[config.mk]
export PLATFORM = sky130hd
export DESIGN_NAME = ca_wrs_source
export DESIGN_NICKNAME = d
export VERILOG_FILES = /design/src/rtl/ca_wrs_pkg.sv /design/src/rtl/ca_wrs_step.sv /design/src/rtl/ca_wrs_shaper.sv /design/src/rtl/ca_wrs_source.sv
export SDC_FILE = /design/constraint.sdc
export NUM_CORES = 1
export LEC_CHECK = 0
export CAP_MARGIN = 20
export CELL_PAD_IN_SITES_DETAIL_PLACEMENT = 1
export CELL_PAD_IN_SITES_GLOBAL_PLACEMENT = 1
export CORE_MARGIN = 1
export CORE_UTILIZATION = 36
export DETAILED_ROUTE_END_ITERATION = 12
export HOLD_SLACK_MARGIN = 0.12
export MAX_ROUTING_LAYER = met4
export PLACE_DENSITY = 0.72
export REMOVE_ABC_BUFFERS = 1
export SLEW_MARGIN = 10
export SYNTH_ARGS = -nofsm -noshare
export SYNTH_HDL_FRONTEND = slang
export SYNTH_HIERARCHICAL = 1
export SYNTH_SLANG_ARGS = --single-unit
export TNS_END_PERCENT = 30
[constraint.sdc]
create_clock -name clk -period 1.3 [get_ports clk]
set_input_delay 0.13 -clock clk [delete_from_list [all_inputs] [get_ports clk]]
set_output_delay 0.13 -clock clk [all_outputs]
set_load 0.1 [all_outputs]
[src/rtl/ca_wrs_pkg.sv]
package ca_wrs_pkg;

    // One bit per supported weight.
    typedef struct packed {
        logic quarter;
        logic half;
        logic five_eighths;
        logic three_quarters;
        logic seven_eighths;
        logic fifteen_sixteenths;
    } wbits_t;

    // Number of tap slots the weight trees use.
    localparam int TAP_SLOTS = 15;

    // Maps a tap slot onto a register cell.
    function automatic int tap_cell(input int slot, input int width);
        return slot % width;
    endfunction

endpackage

[src/rtl/ca_wrs_step.sv]
module ca_wrs_step #(
    parameter int          M    = 24,
    parameter logic [M-1:0] RULE = '1
) (
    input  logic [M-1:0] cells_i,
    output logic [M-1:0] cells_o
);

    for (genvar i = 0; i < M; i++) begin : g_cell
        logic lower_nb;
        logic upper_nb;
        if (i == 0) begin : g_lo_edge
            assign lower_nb = 1'b0;
        end else begin : g_lo_mid
            assign lower_nb = cells_i[i-1];
        end
        if (i == M - 1) begin : g_hi_edge
            assign upper_nb = 1'b0;
        end else begin : g_hi_mid
            assign upper_nb = cells_i[i+1];
        end
        // Rule 150 adds the cell itself, rule 90 uses the neighbours only.
        assign cells_o[i] = lower_nb ^ upper_nb ^ (RULE[i] & cells_i[i]);
    end

endmodule

[src/rtl/ca_wrs_shaper.sv]
module ca_wrs_shaper
    import ca_wrs_pkg::*;
#(
    parameter int M = 24
) (
    input  logic [M-1:0] cells_i,
    output wbits_t       weights_o
);

    localparam int S0  = tap_cell(0, M);
    localparam int S1  = tap_cell(1, M);
    localparam int S2  = tap_cell(2, M);
    localparam int S3  = tap_cell(3, M);
    localparam int S4  = tap_cell(4, M);
    localparam int S5  = tap_cell(5, M);
    localparam int S6  = tap_cell(6, M);
    localparam int S7  = tap_cell(7, M);
    localparam int S8  = tap_cell(8, M);
    localparam int S9  = tap_cell(9, M);
    localparam int S10 = tap_cell(10, M);
    localparam int S11 = tap_cell(11, M);
    localparam int S12 = tap_cell(12, M);
    localparam int S13 = tap_cell(13, M);
    localparam int S14 = tap_cell(14, M);

    always_comb begin
        weights_o                    = '0;
        weights_o.half               = cells_i[S0];
        weights_o.quarter            = cells_i[S1] & cells_i[S2];
        weights_o.five_eighths       = cells_i[S3] | (cells_i[S4] & cells_i[S5]);
        weights_o.three_quarters     = cells_i[S6] | cells_i[S7];
        weights_o.seven_eighths      = cells_i[S8] | cells_i[S9] | cells_i[S10];
        weights_o.fifteen_sixteenths = cells_i[S11] | cells_i[S12] |
                                       cells_i[S13] | cells_i[S14];
    end

endmodule

[src/rtl/ca_wrs_source.sv]
module ca_wrs_source
    import ca_wrs_pkg::*;
#(
    parameter int           M          = 24,
    parameter logic [M-1:0] RULE       = '1,
    parameter logic [M-1:0] RESET_SEED = {{(M-1){1'b0}}, 1'b1},
    parameter logic [M-1:0] ZERO_FIX   = {1'b1, {(M-1){1'b0}}}
) (
    input  logic         clk,
    input  logic         rst_n,
    input  logic         en,
    input  logic         load,
    input  logic [M-1:0] seed,
    output logic         w_quarter,
    output logic         w_half,
    output logic         w_five_eighths,
    output logic         w_three_quarters,
    output logic         w_seven_eighths,
    output logic         w_fifteen_sixteenths
);

    localparam logic [M-1:0] ALL_ZERO = '0;

    typedef struct packed {
        logic [M-1:0] cells;
    } ca_state_t;

    ca_state_t    st_d, st_q;
    logic [M-1:0] cells_stepped;
    wbits_t       weights;

    ca_wrs_step #(
        .M    (M),
        .RULE (RULE)
    ) u_step (
        .cells_i (st_q.cells),
        .cells_o (cells_stepped)
    );

    ca_wrs_shaper #(
        .M (M)
    ) u_shaper (
        .cells_i   (st_q.cells),
        .weights_o (weights)
    );

    // Next-state selection: load wins over enable.
    always_comb begin
        st_d = st_q;
        if (load) begin
            st_d.cells = (seed == ALL_ZERO) ? ZERO_FIX : seed;
        end else if (en) begin
            st_d.cells = cells_stepped;
        end
    end

    always_ff @(posedge clk or negedge rst_n) begin
        if (!rst_n) begin
            st_q.cells <= RESET_SEED;
        end else begin
            st_q <= st_d;
        end
    end

    assign w_quarter            = weights.quarter;
    assign w_half               = weights.half;
    assign w_five_eighths       = weights.five_eighths;
    assign w_three_quarters     = weights.three_quarters;
    assign w_seven_eighths      = weights.seven_eighths;
    assign w_fifteen_sixteenths = weights.fifteen_sixteenths;

    AST_SEED_TAKEN: assert property (@(posedge clk) disable iff (!rst_n)
        (load && seed != ALL_ZERO) |=> st_q.cells == $past(seed));

    AST_ZERO_SEED_FIXED: assert property (@(posedge clk) disable iff (!rst_n)
        (load && seed == ALL_ZERO) |=> st_q.cells == ZERO_FIX);

    AST_IDLE_HOLD: assert property (@(posedge clk) disable iff (!rst_n)
        (!load && !en) |=> $stable(st_q.cells));

    AST_NEVER_ZERO: assert property (@(posedge clk) disable iff (!rst_n)
        st_q.cells != ALL_ZERO);

endmodule

After elaboration in Yosys (flattened, before gate mapping) --
Index checks and enable logic that the tools add are counted.
Storage, ports and cells: output and inout port bits 6, bits in registers 24, input port bits 28, word-level logic and storage cells 61
Operators by class: reduce and logical (&&, ||, !) cells 2, bitwise logic cells 55, mux-type cells 3
Operator list (number):
- $mux W24 | 3
- $xor A1 B1 Y1 | 46
- $logic_not A24 Y1 | 1
- $or A1 B1 Y1 | 7
- $and A1 B1 Y1 | 2
- $reduce_bool A2 Y1 | 1

Depth between registers and ports, before layout --
Gate-level depths: netlist of run 1.
depth in word-level cells 4, mapped depth 4, gate-level depth less buffers 3

By module --
Netlist of run 1, hierarchy kept.
Modules (own cells, without submodules):
- ca_wrs_source | times used 1, area an instance 1192.4 µm², seq. area each 601.8 µm², cells an instance 113
- ca_wrs_step | times used 1, area an instance 540.5 µm², seq. area each 0.0 µm², cells an instance 24
- ca_wrs_shaper | times used 1, area an instance 41.3 µm², seq. area each 0.0 µm², cells an instance 6

Least setup slack after synthesis of run 1 --
Ideal clock, no wire load.
path kind flip-flop to output port, start point reg st_q[12] in the netlist's numbering, end point out w_fifteen_sixteenths, slack -0.207 ns, required time 1.170 ns, arrival 1.377 ns, path buffers 0, stages on the path, launching flop included 2, cell sequence dfrtp_1 or4_1
Between the ends: word-level cells in the longest chain between the ends 3
Ends and longest elaborated chain:
- from (decl) | line ca_wrs_source.sv:28 | ca_state_t st_d, st_q;
- from (signal assigned) | line ca_wrs_source.sv:61 | st_q <= st_d;
- $or A1 B1 Y1 (2 in series) | line ca_wrs_shaper.sv:33 | weights_o.fifteen_sixteenths = cells_i[S11] | cells_i[S12] |
- $or A1 B1 Y1 | line ca_wrs_shaper.sv:34 | cells_i[S13] | cells_i[S14];
- to (decl) | line ca_wrs_source.sv:19 | output logic w_fifteen_sixteenths
Every way passes these cells.

Worst setup path in the final report of run 1 --
start point reg st_q[13] in the netlist's numbering, end point out w_fifteen_sixteenths
Between the ends: word-level cells in the longest chain between the ends 2
Ends and longest elaborated chain (line):
- $or A1 B1 Y1 | ca_wrs_shaper.sv:33
- $or A1 B1 Y1 | ca_wrs_shaper.sv:34
Every way passes these cells.

==> results.md, run 1 <==
* Outcome: complete, but fails checks
* Violations in the final reports: negative setup slack
* Avg Cell Area, Syn at 12.4 um^2
* Data arrival, critical path at 1380 ps
* # setup viols final at 2
* Global-route wire length before repair at 6090 um
* Synth-to-Final Area Change at 35.5%
* Combined global-route utilization of all metal layers at 15.9%
* Setup slack after layout at -210 ps
* Slack of the worst reg-to-reg path at 30 ps
* Biggest regs: st_q: 24 flops
* Capturing element type of the critical path: output pin
* Width of the die at 72.2 um
* Yosys warning count at 6
* Maximum buffer depth of the clock tree at 2
* CP Class: reg2out
* Fill cells at 492
* Starting Density at 37.6%
* Count of boundary I/O pins at 34
* Unique cell type count in the Yosys netlist at 27
* TritonCTS buffer count at 3
* Slew at the pin closest to its max-slew limit at 352 ps
* Highest fanout seen on the critical path at 2
* Synthesized cell area at 1770 um^2
* Setup WS pre-CTS at -115 ps
* Unrepaired setup endpoints after global routing: true
* Final critical-path share of the clock period at 116%
* Height of the die at 72.2 um
* Pwr dens at 1690 nW/um^2
* Most common cell after layout, fill and taps aside: clkdlybuf4s50_1
* Clk_lat worst skew at 260 ps
* Via count of the first global-routing pass at 1271
* Max Clock Freq at 662 MHz
* CTS H-tree lvls at 1
* Endpoint of the worst-slack reg-to-reg timing path: st_q[12]
* Clock-pin transition on the worst setup and hold timing paths at 90 ps
* Global placement routability congestion at 0.693
* Crit path time final at 1510 ps
* Total via count in the routed design at 1245
* Cell count after synthesis at 143
* Count of standard-cell rows at 25
* Commonest cells after routing, fill and taps aside: clkdlybuf4s50_1 (27), mux2i_1 (23), nand2_1 (23), xor3_1 (22), o21ai_1 (20)
* Post-detailed-route via-to-cell ratio at 4.90
* Required time worst endpoint at 1170 ps
* Leading cell types by total area after synthesis: dfrtp_1 (32%), xor3_1 (29%), mux2i_1 (13%)
* Cell at the root of the clock tree: clkbuf_8
* DRC violation count after routing at 0
* Pin count of the biggest net entering global routing at 26
* Top-area cell type share of the netlist area at 32.4%
* Post-synthesis sequential area ratio at 33.9%
* Leak pwr at 1.14 nW
* Initial antenna violation count at 0
* Count of input and output buffers at 33
* Fin Hold WS at 223 ps
* Starting DRT DRC Count at 32
* Final hold violation count at 0
* Remaining antenna violation count after routing at 0
* Placed cell count at 246
* Number of cell instances on the worst register-to-register path at 6
* Largest clock skew in the final design at 1.55 ps
* Final Instance Count excl. Fillers at 254
* Cell type contributing the most total cell area after synthesis: dfrtp_1
* Total Routed Length at 3740 um
* Diode count at 0
* Class of the tightest hold or removal check: in2async
* Share of layout cells above drive strength 1 at 21.9%
* Peak VDD IR at 0.493 mV
* CTS tree: done
* Max Slew Vio Count at 0
* Flip-flop count of the largest register after layout at 24
* Clock sink count at 24
* Detailed-routing iteration count for the pre-antenna-repair pass at 4
* Relative slew slack at 76.3%
* Placeable Area at 4720 um^2
* Largest Register: st_q
* Drt wl/cell at 14.7 um
* Total global routing overflow at 0
* Final nets at 216
* Post-DP HPWL at 2800 um
* Reg2reg start: st_q[13]
* Critical path startpoint category: register
* Flops & latches, synth at 24
* Die outline area at 5210 um^2
* Max-cap check violation count at 0
-- cells in the mapped netlist --
cell / n
mux2i_1: 23
a21o_1: 1
dfrtp_1: 23
clkbuf_1: 1
o21ai_0: 3
buf_2: 4
o221ai_1: 1
nor3_1: 1
or2_2: 1
or3_1: 1
nand3_1: 1
and2_1: 1
buf_4: 1
nor2_1: 1
o21ai_1: 19
or4_1: 1
nor4_2: 3
xor3_1: 22
dfstp_2: 1
nand4_1: 1
nand2_1: 23
nor4_1: 2
a211oi_1: 1
xor2_1: 2
buf_6: 1
buf_8: 2
nor2b_1: 2
-- through the flow --
| stage | setup TNS, ps | power [mW] | utilization, % | instance area [um^2] |
|---|---|---|---|---|
| 5_1_grt | -469 | 4.31 | 50.9 | 2400 |
| 4_1_cts | -381 | 4.07 | 50.2 | 2370 |
| 2_1_floorplan | -532 | 2.73 | - | 1700 |
| 3_5_place_dp | -220 | 3.35 | 48.2 | 2280 |
| 3_3_place_gp | -83.2 | 3.25 | 48.2 | 2280 |
| 6_report | -307 | 4.06 | 50.9 | 2400 |
-- where the power goes --
group	internal [mW]	leakage, nW	switching [mW]	total [mW]
Sequential	0.940	0.279	0.249	1.19
Combinational	1.39	0.822	0.828	2.22
Clock	0.411	0.0357	0.247	0.659
-- cell type report --
cell class,instances,area [um^2],share of cell area (%)
Clock buffer,3,41.3,1.72
Multi-Input combinational cell,110,1120,46.4
Sequential cell,24,611,25.4
Tap cell,67,83.8,3.49
Timing Repair Buffer,49,523,21.7
Clock inverter,1,30.0,1.25
-- routing by layer --
metal / vias to the layer above / track usage [%] / wire length [um]
li1: 602 / - / -
met1: 620 / 20.3 / 1740
met2: 21 / 26.7 / 1870
met3: 2 / 2.08 / 92
met4: 0 / 3.92 / 31
met5: - / - / 0
-- worst max-delay path, stage by stage, from the launching register on --
cell	delay [ps]
dfrtp_1	380
or4_4	550
buf_12	180
-- timing repair --
action	in CTS	in global routing
hold buffers	0	0
endpoints found under the hold margin	0	0
buffers inserted	1	3
resized for setup	6	6
pin swaps	2	5
setup endpoints to repair	3	8
-- how the worst max path moves through the flow --
stage,endpoint,from,depth (start not counted),slack [ps]
after global routing,w_fifteen_sixteenths,st_q[13],2,-250
after detailed placement,st_q[23],seed[14],4,-120
final,w_fifteen_sixteenths,st_q[13],2,-210
after floorplan,st_q[1],st_q[0],3,-280
after global placement,st_q[23],seed[8],4,-60
after CTS,w_fifteen_sixteenths,st_q[13],2,-230
-- cell families after synthesis --
kind of cell              share of synthesized area (%)
xor gates and xnor gates                           30.5
muxes                                              13.0
buffers and inverters                              4.09
AOI/OAI and AO/OA                                  7.55
DFF                                                33.9
and+or+nand+nor                                    11.0
No activity file was read; power rests on OpenSTA's default activity.
==> run 2, diff against run 1 <==
PLACE_DENSITY = 0.74   (was 0.72)
SETUP_SLACK_MARGIN = 0.3   (was default)
clock period = 1.2 ns   (was 1.3 ns; I/O delays follow)
==> run 2 against run 1 <==
The run ends with design-rule violations, negative setup slack left. Via count rose by 11%. Design area rose by 11%. Global-route usage rose by 3.5 points. Die area did not move. Flip-flop and latch count did not move. Sequential power rose by 4%. Hold slack got worse by 28 ps. Register-to-register slack got worse by 190 ps. Clock power rose by 11%. Count of clock-buffer cells in the layout did not move. Clock skew rose by 2.0 ps.
==> results.md, run 2 (synthesized netlist as in run 1, its figures left out) <==
* Post-DP Area at 2400 um^2
* Final Instance Count excl. Fillers at 283
* Global-route wire length before repair at 7520 um
* Max Slew Vio Count at 0
* Biggest regs: st_q: 24 flops
* Relative slew slack at 75.2%
* Cell at the root of the clock tree: clkbuf_8
* Fin Hold WS at 194 ps
* TritonCTS buffer count at 3
* CTS H-tree lvls at 1
* Most common cell after layout, fill and taps aside: buf_4
* Final design instance area without fill at 2680 um^2
* Largest Register: st_q
* Count of boundary I/O pins at 34
* Via count of the first global-routing pass at 1504
* Clk_lat worst skew at 270 ps
* Total Routed Length at 4460 um
* Initial antenna violation count at 0
* Die outline area at 5210 um^2
* Data arrival, critical path at 1400 ps
* Sum of routed wire segments on met1 at 2030 um
* CTS tree: done
* Setup WS pre-CTS at -176 ps
* Max Clock Freq at 659 MHz
* Pin count of the biggest net entering global routing at 25
* Max-cap check violation count at 0
* Final critical-path share of the clock period at 126%
* Starting Density at 37.6%
* Diode count at 0
* Placed cell count at 261
* Final setup TNS at -1480 ps
* Maximum buffer depth of the clock tree at 2
* Remaining antenna violation count after routing at 0
* Violations in the final reports: design-rule violations, negative setup slack
* Count of standard-cell rows at 25
* Starting DRT DRC Count at 38
* Fill cells at 494
* Width of the die at 72.2 um
* Peak VDD IR at 0.523 mV
* Post-DP HPWL at 3170 um
* Count of input and output buffers at 33
* Number of hold buffers added after cts at 0
* CP Class: reg2out
* Final hold violation count at 0
* Unrepaired setup endpoints after global routing: true
* Class of the tightest hold or removal check: in2async
* Final Core Density at 56.7%
* Total length of routed met2 wires at 2340 um
* Required time worst endpoint at 1080 ps
* Total global routing overflow at 0
* Crit path time final at 1520 ps
* Final total power at 4.84 mW
* Critical path startpoint category: register
* Drt wl/cell at 15.8 um
* Placeable Area at 4720 um^2
* Combined global-route utilization of all metal layers at 19.4%
* Setup slack after layout at -317 ps
* Outcome: complete, but fails checks
* # setup viols final at 18
* Flip-flop count of the largest register after layout at 24
* Leak pwr at 1.30 nW
* Commonest cells after routing, fill and taps aside: buf_4 (33), clkdlybuf4s50_1 (27), mux2i_1 (23), nand2_1 (23), xor3_1 (22)
* Highest fanout seen on the critical path at 2
* Synth-to-Final Area Change at 51.0%
* Detailed-routing iteration count for the pre-antenna-repair pass at 10
* Global placement routability congestion at 0.750
* Slew at the pin closest to its max-slew limit at 369 ps
* DRC violation count after routing at 1
* Height of the die at 72.2 um
* Top routing layer used: met3
* Capturing element type of the critical path: output pin
* Clock-pin transition on the worst setup and hold timing paths at 100 ps
* Largest clock skew in the final design at 3.57 ps
* Pwr dens at 1810 nW/um^2
* Total via count in the routed design at 1377
* Clock sink count at 24
* Share of layout cells above drive strength 1 at 31.9%
* Post-detailed-route via-to-cell ratio at 4.87
* Detailed-routed wire length on met3 at 96 um
* Final nets at 245
[run 2: cell count changes in the layout (fill, tap and decap cells not counted), sizes merged]
cell / delta
buf: +29
[run 2: worst max-delay path, stage by stage, from the launching register on]
cell     delay, ps
dfrtp_1        390
or4_4          550
buf_12         180
[run 2: final timing paths]
path                                from  slack, ps                    to  depth (start not counted)
worst max-delay path            st_q[13]       -320  w_fifteen_sixteenths                          2
min in group clk                seed[17]        420              st_q[17]                          3
worst max register to register  st_q[12]       -160              st_q[11]                          5
worst min-delay path               rst_n        190               st_q[6]                          2
max in group asynchronous          rst_n        780               st_q[0]                          2
worst min register to register  st_q[22]        630              st_q[22]                          2
[run 2: routing by layer]
metal  GRT usage (%)  vias to the layer above
li1                -                      662
met5               -                        -
met2            33.6                       21
met4            3.92                        0
met3            2.36                        0
met1            24.5                      694
[run 2: power by group]
| group | switching [mW] | total, mW | internal (mW) |
|---|---|---|---|
| combinational | 1.05 | 2.87 | 1.82 |
| clock | 0.287 | 0.733 | 0.446 |
| sequential | 0.225 | 1.24 | 1.01 |
| total | 1.56 | 4.84 | 3.28 |
[run 2: cell type report]
type                       count  area [um^2]  share of cell area (%)
clock buffer                   3         41.3                    1.54
sequential                    24          607                    22.7
clock inverter                 1         30.0                    1.12
tap                           67         83.8                    3.13
timing repair buffer          78          791                    29.5
multi-input combinational    110         1130                    42.0
[run 2: repair_timing]
| action | CTS | global route |
|---|---|---|
| resized for setup | 15 | 7 |
| pin swaps | 9 | 5 |
| buffers inserted | 16 | 2 |
| setup endpoints to repair | 30 | 30 |
==> run 3, diff against run 2 <==
CORE_UTILIZATION = 37   (was 36)
PLACE_DENSITY = 0.86   (was 0.74)
REMOVE_ABC_BUFFERS = default   (was 1)
==> run 3 against run 2 <==
The flow still finishes with violations (design-rule violations, negative setup slack). Die area fell by 2.6%. Count of clock-buffer cells in the layout rose by 1. Maximum frequency fell by 0.18%. Sequential power barely moved. Core utilization rose by 1.9 points. Critical endpoint unchanged. Largest power group unchanged.
==> results.md, run 3 (synthesized netlist as in run 1, its figures left out) <==
* Global-route wire length before repair at 7560 um
* Sum of routed wire segments on met1 at 1790 um
* Share of layout cells above drive strength 1 at 32.9%
* Placed cell count at 239
* Largest clock skew in the final design at 4.49 ps
* Maximum buffer depth of the clock tree at 2
* CTS tree: done
* Top routing layer used: met4
* Max Slew Vio Count at 0
* # setup viols final at 20
* Count of input and output buffers at 33
* Final critical-path share of the clock period at 127%
* Slew at the pin closest to its max-slew limit at 316 ps
* Die outline area at 5080 um^2
* Count of standard-cell rows at 24
* Starting Density at 39.7%
* Global placement routability congestion at 0.748
* Largest Register: st_q
* Post-DP HPWL at 3300 um
* Class of the tightest hold or removal check: in2reg
* Max Clock Freq at 658 MHz
* Final nets at 239
* TritonCTS buffer count at 3
* Critical path startpoint category: register
* Capturing element type of the critical path: output pin
* Setup slack after layout at -319 ps
* Pin count of the biggest net entering global routing at 30
* Starting DRT DRC Count at 23
* Violations in the final reports: design-rule violations, negative setup slack
* Max-cap check violation count at 0
* Post-Synthesis Net Count at 171
* Unrepaired setup endpoints after global routing: true
* Total global routing overflow at 0
* Total via count in the routed design at 1348
* Cell at the root of the clock tree: clkbuf_8
* Leak pwr at 1.27 nW
* Outcome: complete, but fails checks
* Most common cell after layout, fill and taps aside: buf_4
* Count of boundary I/O pins at 34
* Synth-to-Final Area Change at 47.9%
* Diode count at 0
* Remaining antenna violation count after routing at 0
* Hold depth at 3
* Clock sink count at 24
* Final hold violation count at 0
* Total Routed Length at 4540 um
* Clock-pin transition on the worst setup and hold timing paths at 90 ps
* Total length of routed met2 wires at 2610 um
* CTS H-tree lvls at 1
* Biggest regs: st_q: 24 flops
* Placeable Area at 4470 um^2
* Flip-flop count of the largest register after layout at 24
* Commonest cells after routing, fill and taps aside: buf_4 (27), clkdlybuf4s50_1 (26), mux2i_1 (23), nand2_1 (23), xor3_1 (22)
* Number of cell instances on the worst register-to-register path at 7
* Highest fanout seen on the critical path at 2
* Detailed-routed wire length on met3 at 116 um
* Crit path time final at 1520 ps
* Required time worst endpoint at 1080 ps
* Height of the die at 71.2 um
* Data arrival, critical path at 1400 ps
* Drt wl/cell at 17.3 um
* Initial antenna violation count at 0
* Pwr dens at 1800 nW/um^2
* Clk_lat worst skew at 270 ps
* Fin Hold WS at 165 ps
* Width of the die at 71.2 um
* CP Class: reg2out
* Post-detailed-route via-to-cell ratio at 5.15
* Detailed-routing iteration count for the pre-antenna-repair pass at 7
* Relative slew slack at 78.8%
* Combined global-route utilization of all metal layers at 20.3%
* Peak VDD IR at 0.920 mV
* Final Instance Count excl. Fillers at 262
* DRC violation count after routing at 1
* Via count of the first global-routing pass at 1506
run 3: changes by cell type in the layout (fill, tap and decap cells not counted), sizes merged:
cell and delta:
clkdlybuf4s50 -1, bufinv -1, dlymetal6s2s +1, buf -6, clkbuf +1
run 3: worst max-delay path, stage by stage, from the launching register on:
cell,delay (ps)
dfrtp_1,400
or4_4,550
buf_12,180
run 3: final timing paths:
check / from / to / slack [ps]
setup / recovery: st_q[11] / w_fifteen_sixteenths / -320
hold / removal: seed[10] / st_q[10] / 160
setup reg to reg: st_q[11] / st_q[10] / -180
hold reg to reg: st_q[17] / st_q[17] / 650
max in group asynchronous: rst_n / st_q[0] / 790
min in group asynchronous: rst_n / st_q[6] / 190
run 3: routing by layer:
metal | track usage (%) | vias to the layer above
li1 | - | 648
met1 | 22.4 | 679
met2 | 38.4 | 19
met3 | 3.38 | 2
met4 | 4.00 | 0
met5 | - | -
run 3: where the power goes:
part / leakage (nW) / internal (mW) / switching (mW)
clock: 0.0288 / 0.294 / 0.282
sequential: 0.279 / 1.02 / 0.235
combinational: 0.964 / 1.81 / 1.08
total: 1.27 / 3.12 / 1.59
run 3: area by class of cell:
cell class | instances | area, um^2
flip-flops and latches | 24 | 611
repair buffers | 72 | 748
fillers | 462 | 1850
clock buffers | 4 | 55.1
well taps | 52 | 65.1
multi-input cells | 110 | 1140
run 3: what timing repair did:
item                       in CTS  in global routing
buffers inserted               15                  4
pin swaps                       7                  8
gates resized for setup         8                 16
setup endpoints to repair      30                 30
hold buffers                    0                  0
run 3: stage by stage:
step           setup WS (ps)  instance area (um^2)  TNS, ps  util [%]  total power, mW
2_1_floorplan          -47.3                  1790    -47.3         -             3.05
3_3_place_gp            -173                  2350    -1370      52.5             3.65
3_5_place_dp            -227                  2350    -2140      52.5             3.83
4_1_cts                 -321                  2540    -1760      56.8             4.63
5_1_grt                 -363                  2620    -3070      58.6             4.98
6_report                -319                  2620    -1670      58.6             4.72
